$ cat config.mk
export PLATFORM = sky130hd
export DESIGN_NAME = gpio_alt_port
export DESIGN_NICKNAME = d
export VERILOG_FILES = /design/src/rtl/gpio_alt_pkg.sv /design/src/rtl/gpio_sync.sv /design/src/rtl/gpio_regs.sv /design/src/rtl/gpio_pin_mux.sv /design/src/rtl/gpio_alt_port.sv
export SDC_FILE = /design/constraint.sdc
export NUM_CORES = 1
export LEC_CHECK = 0
export ABC_AREA = 1
export BUFFER_PORTS_ARGS = -buffer_cell sky130_fd_sc_hd__buf_2
export CORE_AREA = 2 2 93 95
export DETAILED_ROUTE_END_ITERATION = 12
export DIE_AREA = 0 0 95 97
export PLACE_DENSITY_LB_ADDON = 0.3
export SYNTH_ARGS = -nofsm -noshare
export SYNTH_HDL_FRONTEND = slang
export SYNTH_SLANG_ARGS = --single-unit
$ cat constraint.sdc
create_clock -name clk -period 1.57 [get_ports clk]
set_input_delay 0.314 -clock clk [delete_from_list [all_inputs] [get_ports clk]]
set_output_delay 0.314 -clock clk [all_outputs]
set_load 0.02 [all_outputs]
$ cat src/rtl/gpio_alt_pkg.sv
package gpio_alt_pkg;
  localparam int ADDR_W = 3;

  typedef enum logic [ADDR_W-1:0] {
    RA_DOUT   = 3'd0,
    RA_DIR    = 3'd1,
    RA_ALT_ON = 3'd2,
    RA_ALT_B  = 3'd3,
    RA_FAST   = 3'd4,
    RA_PULL   = 3'd5,
    RA_PINS   = 3'd6,
    RA_NONE   = 3'd7
  } reg_addr_e;
endpackage

$ cat src/rtl/gpio_sync.sv
module gpio_sync #(
  parameter int WIDTH  = 8,
  parameter int STAGES = 2
) (
  input  logic             clk,
  input  logic             rst,
  input  logic [WIDTH-1:0] raw,
  output logic [WIDTH-1:0] synced
);
  logic [WIDTH-1:0] chain [STAGES];

  for (genvar s = 0; s < STAGES; s++) begin : g_stage
    always_ff @(posedge clk) begin
      if (rst) chain[s] <= '0;
      else if (s == 0) chain[s] <= raw;
      else chain[s] <= chain[(s == 0) ? 0 : s-1];
    end
  end

  assign synced = chain[STAGES-1];
endmodule

$ cat src/rtl/gpio_regs.sv
module gpio_regs
  import gpio_alt_pkg::*;
#(
  parameter int WIDTH = 8
) (
  input  logic              clk,
  input  logic              rst,
  input  logic              wr,
  input  logic [ADDR_W-1:0] addr,
  input  logic [WIDTH-1:0]  wdata,
  input  logic [WIDTH-1:0]  pins,
  output logic [WIDTH-1:0]  rdata,
  output logic [WIDTH-1:0]  dout_q,
  output logic [WIDTH-1:0]  dir_q,
  output logic [WIDTH-1:0]  alt_on_q,
  output logic [WIDTH-1:0]  alt_b_q,
  output logic [WIDTH-1:0]  fast_q,
  output logic [WIDTH-1:0]  pull_q
);
  reg_addr_e sel;
  assign sel = reg_addr_e'(addr);

  always_ff @(posedge clk) begin
    if (rst) begin
      dout_q   <= '0;
      dir_q    <= '0;
      alt_on_q <= '0;
      alt_b_q  <= '0;
      fast_q   <= '0;
      pull_q   <= '0;
    end else if (wr) begin
      case (sel)
        RA_DOUT:   dout_q   <= wdata;
        RA_DIR:    dir_q    <= wdata;
        RA_ALT_ON: alt_on_q <= wdata;
        RA_ALT_B:  alt_b_q  <= wdata;
        RA_FAST:   fast_q   <= wdata;
        RA_PULL:   pull_q   <= wdata;
        default:   ;
      endcase
    end
  end

  always_comb begin
    case (sel)
      RA_DOUT:   rdata = dout_q;
      RA_DIR:    rdata = dir_q;
      RA_ALT_ON: rdata = alt_on_q;
      RA_ALT_B:  rdata = alt_b_q;
      RA_FAST:   rdata = fast_q;
      RA_PULL:   rdata = pull_q;
      RA_PINS:   rdata = pins;
      default:   rdata = '0;
    endcase
  end
endmodule

$ cat src/rtl/gpio_pin_mux.sv
module gpio_pin_mux (
  input  logic gp_out,
  input  logic gp_oe,
  input  logic alt_on,
  input  logic alt_b,
  input  logic a_out,
  input  logic a_oe,
  input  logic b_out,
  input  logic b_oe,
  input  logic fast_req,
  input  logic pull_req,
  output logic pin_out,
  output logic pin_oe,
  output logic pin_fast,
  output logic pin_pull
);
  always_comb begin
    if (!alt_on) begin
      pin_out = gp_out;
      pin_oe  = gp_oe;
    end else if (alt_b) begin
      pin_out = b_out;
      pin_oe  = b_oe;
    end else begin
      pin_out = a_out;
      pin_oe  = a_oe;
    end
    pin_fast = fast_req;
    pin_pull = pull_req & ~pin_oe;
  end
endmodule

$ cat src/rtl/gpio_alt_port.sv
module gpio_alt_port
  import gpio_alt_pkg::*;
#(
  parameter int NPINS       = 8,
  parameter int SYNC_STAGES = 2
) (
  input  logic              clk,
  input  logic              rst,
  input  logic [ADDR_W-1:0] bus_addr,
  input  logic              bus_wr,
  input  logic [NPINS-1:0]  bus_wdata,
  output logic [NPINS-1:0]  bus_rdata,
  input  logic [NPINS-1:0]  fn_a_out,
  input  logic [NPINS-1:0]  fn_a_oe,
  input  logic [NPINS-1:0]  fn_b_out,
  input  logic [NPINS-1:0]  fn_b_oe,
  input  logic [NPINS-1:0]  pad_in,
  output logic [NPINS-1:0]  pad_out,
  output logic [NPINS-1:0]  pad_oe,
  output logic [NPINS-1:0]  pad_fast,
  output logic [NPINS-1:0]  pad_pull,
  output logic [NPINS-1:0]  pin_sync
);
  logic [NPINS-1:0] dout_q, dir_q, alt_on_q, alt_b_q, fast_q, pull_q;

  gpio_sync #(.WIDTH(NPINS), .STAGES(SYNC_STAGES)) i_sync (
    .clk    (clk),
    .rst    (rst),
    .raw    (pad_in),
    .synced (pin_sync)
  );

  gpio_regs #(.WIDTH(NPINS)) i_regs (
    .clk      (clk),
    .rst      (rst),
    .wr       (bus_wr),
    .addr     (bus_addr),
    .wdata    (bus_wdata),
    .pins     (pin_sync),
    .rdata    (bus_rdata),
    .dout_q   (dout_q),
    .dir_q    (dir_q),
    .alt_on_q (alt_on_q),
    .alt_b_q  (alt_b_q),
    .fast_q   (fast_q),
    .pull_q   (pull_q)
  );

  for (genvar p = 0; p < NPINS; p++) begin : g_pin
    gpio_pin_mux i_mux (
      .gp_out   (dout_q[p]),
      .gp_oe    (dir_q[p]),
      .alt_on   (alt_on_q[p]),
      .alt_b    (alt_b_q[p]),
      .a_out    (fn_a_out[p]),
      .a_oe     (fn_a_oe[p]),
      .b_out    (fn_b_out[p]),
      .b_oe     (fn_b_oe[p]),
      .fast_req (fast_q[p]),
      .pull_req (pull_q[p]),
      .pin_out  (pad_out[p]),
      .pin_oe   (pad_oe[p]),
      .pin_fast (pad_fast[p]),
      .pin_pull (pad_pull[p])
    );
  end
endmodule

## After elaboration in Yosys (flattened, before gate mapping)

Memory sizes are Yosys's and may differ from the RTL's.
Cells that the tools add are included.

- Register bits after elaboration: 48
- Memory bits (writable): 16
- Input port bits: 54
- Output and inout port bits: 48
- Logic and storage cells: 76
- Memories kept: 1

Memories:

| memory | depth | width | rd ports | clocked after memory_dff | write ports | RTL line | source |
|---|---|---|---|---|---|---|---|
| i_sync.chain | 2 | 8 | 2 | 0 | 2 | gpio_sync.sv:10 | `logic [WIDTH-1:0] chain [STAGES];` |

- Equality and inequality tests: 6
- Multiplexer cells: 38
- Bitwise gates (word level): 18
- Reductions and logical operators: 7

Operator list:

| operator | number |
|---|---|
| $pmux W8 S7 | 1 |
| $mux W1 | 35 |
| $mux W8 | 2 |
| $reduce_and A2 Y1 | 6 |
| $eq A3 B3 Y1 const B | 3 |
| $and A1 B1 Y1 | 8 |
| $not A1 Y1 | 8 |
| $eq A3 B2 Y1 const B | 2 |
| $eq A3 B1 Y1 const B | 1 |
| $logic_not A3 Y1 | 1 |
| $or A1 B1 Y1 | 2 |

## Logic depth before layout (Yosys ltp)

- Depth in word-level cells: 4
- Mapped depth: 8
- Gate-level depth less buffers: 6

## By module

From an unflattened synthesis, not the netlist that was laid out.

- Cells, all modules: 542
- Area, all modules: 3567.2 µm²

Modules (own cells, without submodules):

| module | instances | cells each | area each (µm²) | seq. area each (µm²) |
|---|---|---|---|---|
| gpio_regs | 1 | 388 | 2592.5 | 960.9 |
| gpio_pin_mux | 8 | 13 | 62.6 | 0.0 |
| gpio_sync | 1 | 50 | 474.2 | 320.3 |

## Worst setup path after synthesis

OpenSTA, ideal clock, no wires.

- Path kind: input to output
- From: input port bus_addr[2]
- To: output port bus_rdata[6]
- Arrival time: 1.279 ns
- Data required time: 1.256 ns
- Slack: -0.023 ns
- Cell stages on the path: 7
- Path buffers: 2
- Cell sequence: buf_2 > inv_2 > buf_1 > nand4_1 > nand2_1 > nor2_1 > nand2_1

- Cells in the longest elaborated chain, start to end: 2
- Elaborated cells between the ends (all ways): 8
- Those cells by class: eq/ne (6); mux (1); reduce/logical (1)

Ends and longest elaborated chain:

| element | RTL line | source |
|---|---|---|
| start: declaration | gpio_alt_port.sv:9 | `input logic [ADDR_W-1:0] bus_addr,` |
| $eq A3 B3 Y1, or another cell as far along | gpio_regs.sv:45 | `case (sel)` |
| $pmux W8 S7 (*) | gpio_regs.sv:45 |  |
| end: declaration | gpio_alt_port.sv:12 | `output logic [NPINS-1:0] bus_rdata,` |

Every way passes the cells marked *; elsewhere a longest branch is shown, timed or not.

## Final worst setup path

- From: register i_regs.alt_b_q[4]
- To: output port pad_pull[4]

- Cells in the longest elaborated chain, start to end: 4

Ends and longest elaborated chain:

| element | RTL line | source |
|---|---|---|
| start: declaration | gpio_regs.sv:16 | `output logic [WIDTH-1:0] alt_b_q,` |
| start signal: assignment | gpio_regs.sv:36 | `RA_ALT_B: alt_b_q <= wdata;` |
| $mux W1 | gpio_pin_mux.sv:21 | `end else if (alt_b) begin` |
| $mux W1 | gpio_pin_mux.sv:18 | `if (!alt_on) begin` |
| $not A1 Y1 | gpio_pin_mux.sv:29 | `pin_pull = pull_req & ~pin_oe;` |
| $and A1 B1 Y1 | gpio_pin_mux.sv:29 |  |
| end: declaration | gpio_alt_port.sv:21 | `output logic [NPINS-1:0] pad_pull,` |

No other way between the ends.

==> metrics.md <==
| Metric | Value |
|---|---|
| Outcome | `finished, final reports clean` |
| CTS tree | `yes` |
| Crit path time final | `1540 ps` |
| Max Transition Viols Final | `0` |
| Total power | `3.69 mW` |
| Power Dens Cells | `820 nW/µm²` |
| Routed len/inst | `13.8 µm` |
| 1st-pass router iterations | `5` |
| Syn_nets | `610` |
| Die Y | `97 µm` |
| Synth Area per Inst | `6.46 µm²` |
| Post-synthesis sequential area ratio | `35.7%` |
| Dpl hpwl | `7.02 mm` |
| CP arrival | `1230 ps` |
| GRT Total Usage | `22.5%` |
| Main area contributors after synthesis | `dfxtp_1, nor2_1, nand2_1` |
| Routed Antenna Nets | `0` |
| Maximum fanout along the worst path | `5` |
| Routability congestion estimate | `0.845` |
| Setup ws final | `25.9 ps` |
| Leading area contributor after synthesis | `dfxtp_1` |
| Largest net degree at the start of global routing | `33` |
| Crit. End Element | `output pin` |
| Initial core utilization | `44.2%` |
| Register area | `1320 µm²` |
| Multi-input logic area | `1780 µm²` |
| Ant. Diodes | `0` |
| Final Cycle Share | `98.4%` |
| Clock Power Share | `36.4%` |
| # DRC | `0` |
| Synth async-reset ratio | `0%` |
| Clock tree buffer depth | `2` |
| Vias in the first global route | `3460` |
| Final #Nets | `696` |
| Grt total ovfl | `0` |
| Io pins | `102` |
| Max_slew headroom | `68.6%` |
| Clock Latency Late Sink | `330 ps` |
| Count of final setup violators | `0` |
| Core Util, Final | `55.4%` |
| Mapped Area | `3590 µm²` |
| Setup total negative slack | `0 ps` |
| Die footprint | `9220 µm²` |
| Seq cells post-synth | `64` |
| Register share of total power | `46.6%` |
| Cells after Synth | `556` |
| Clk_skew | `4.24 ps` |
| Global-route wire length before repair | `16.3 mm` |
| Setup Crit Path Kind | `reg2out` |
| IO buf count | `101` |
| Final wirelength | `10.4 mm` |
| CTS Buf Count | `9` |
| Hold WS | `172 ps` |
| Peak VDD IR | `0.000613 V` |
| Initial antenna violation count | `0` |
| Die Wd | `95 µm` |
| Worst Tran Pin Value | `470 ps` |
| Layout fillers | `801` |
| P_sw | `1.04 mW` |
| Final hold viol count | `0` |
| H-tree lvl count | `3` |
| Initial DRC count | `222` |
| Post-Place Worst Slack | `-45.7 ps` |
| Vias per std cell | `5.05` |
| Synth cell types | `24` |
| Clock Pin Slew Worst Setup and Hold Paths | `70 ps` |
| Dominant synthesized flop cell | `dfxtp_1` |
| Pint | `2.65 mW` |
| Combinational Power Share | `17.0%` |
| Maxcap violations | `0` |
| P_leak | `2.28 nW` |
| Req. time, crit path | `1260 ps` |
| Share of layout cells above drive strength 1 | `29.8%` |
| Cts hold-fix bufs | `0` |
| Clock sinks | `64` |
| Core area | `8130 µm²` |
| CTS Root Cell | `clkbuf_8` |
| Via count | `3797` |
| Top cell type's share of synthesized area | `35.7%` |
| Post-synth EDFFs | `0` |
| P&R area growth vs syn | `25.4%` |
| HP Class | `in2reg` |
| Switch share | `28.3%` |
| FP Rows | `33` |
| Yosys Warn Count | `0` |
| Max Clk Rate | `0.648 GHz` |
| RSZ-0062 raised after global routing | `true` |
| CP Launch Type | `register` |
## layer usage
metal  track usage (%)  vias to the layer above  wire length, µm
li1                  -                     1913                -
met1              30.4                     1697             4500
met2              34.5                      161             4680
met3              4.75                       26              930
met4              9.36                        0              246
met5                 0                        -                0
## repair_timing
item                       in CTS  in global routing
pin swaps                       1                  9
buffers inserted                5                  0
setup endpoints to repair       9                 28
gates resized for setup         5                 58
cloned                          0                  1
## layout by cell type (no fill, tap or decap), drive strengths merged
cell	count
inv	60
nor2	134
bufinv	1
nand4	40
a21oi	16
buf	133
o22ai	8
dfxtp	64
clkinv	3
nand3	37
o21ai	8
nand2	123
a31oi	8
clkbuf	12
## power by group through the flow
| stage | Clock [mW] | Sequential, mW | Combinational, mW |
|---|---|---|---|
| floorplan | 0 | 1.76 | 0.379 |
| global placement | 0 | 1.76 | 0.563 |
| CTS | 1.37 | 1.72 | 0.593 |
| global route | 1.45 | 1.73 | 0.689 |
| finish | 1.34 | 1.72 | 0.628 |
| detailed placement | 0 | 1.76 | 0.576 |
## layout make-up
type,instances,area share [%]
repair buffers,133,19.2
inverters,60,5.11
flip-flops and latches,64,29.2
multi-input cells,374,39.5
well taps,105,2.92
clock buffers,12,3.00
clock inverters,4,1.00
## cells in the mapped netlist (15+ instances only)
cell type	number
nand2_1	122
nor2_1	128
buf_4	34
dfxtp_1	64
nand4_1	40
nand3_1	33
a21oi_1	15
inv_1	57
## kinds of logic after synthesis
logic type / share of synthesized area (%)
buffers and inverters: 16.7
flip-flops: 35.7
AO/OA/AOI/OAI: 6.23
AND/OR/NAND/NOR: 41.4
## worst max-delay path, cell delays in order, from the launching register on
cell and delay [ps]:
dfxtp_4 370, inv_2 60, nand2_2 50, a31oi_2 190, nor2_1 70, buf_4 150
## final timing paths
check / start / end / slack (ps) / cells after the start
setup / recovery: i_regs.alt_b_q[4] / pad_pull[4] / 30 / 5
hold / removal: pad_in[7] / i_sync.chain[0][7] / 170 / 3
setup reg to reg: i_regs.pull_q[1] / i_regs.pull_q[1] / 880 / 4
hold reg to reg: i_sync.chain[0][0] / i_sync.chain[1][0] / 400 / 2
## per-stage QoR
step | std cells | area, µm²
after global routing | 752 | 4500
after floorplan | 556 | 3590
after detailed placement | 730 | 4100
final | 752 | 4500
after CTS | 751 | 4350
after global placement | 730 | 4100
## state kept, by name (all words and copies together) (netlist names)
signal and flops:
i_regs.fast_q 8, i_sync.chain 16, i_regs.dir_q 8, i_regs.pull_q 8, i_regs.alt_on_q 8, i_regs.alt_b_q 8
i_regs.dout_q 8
Power figures use the tool's default switching activity.
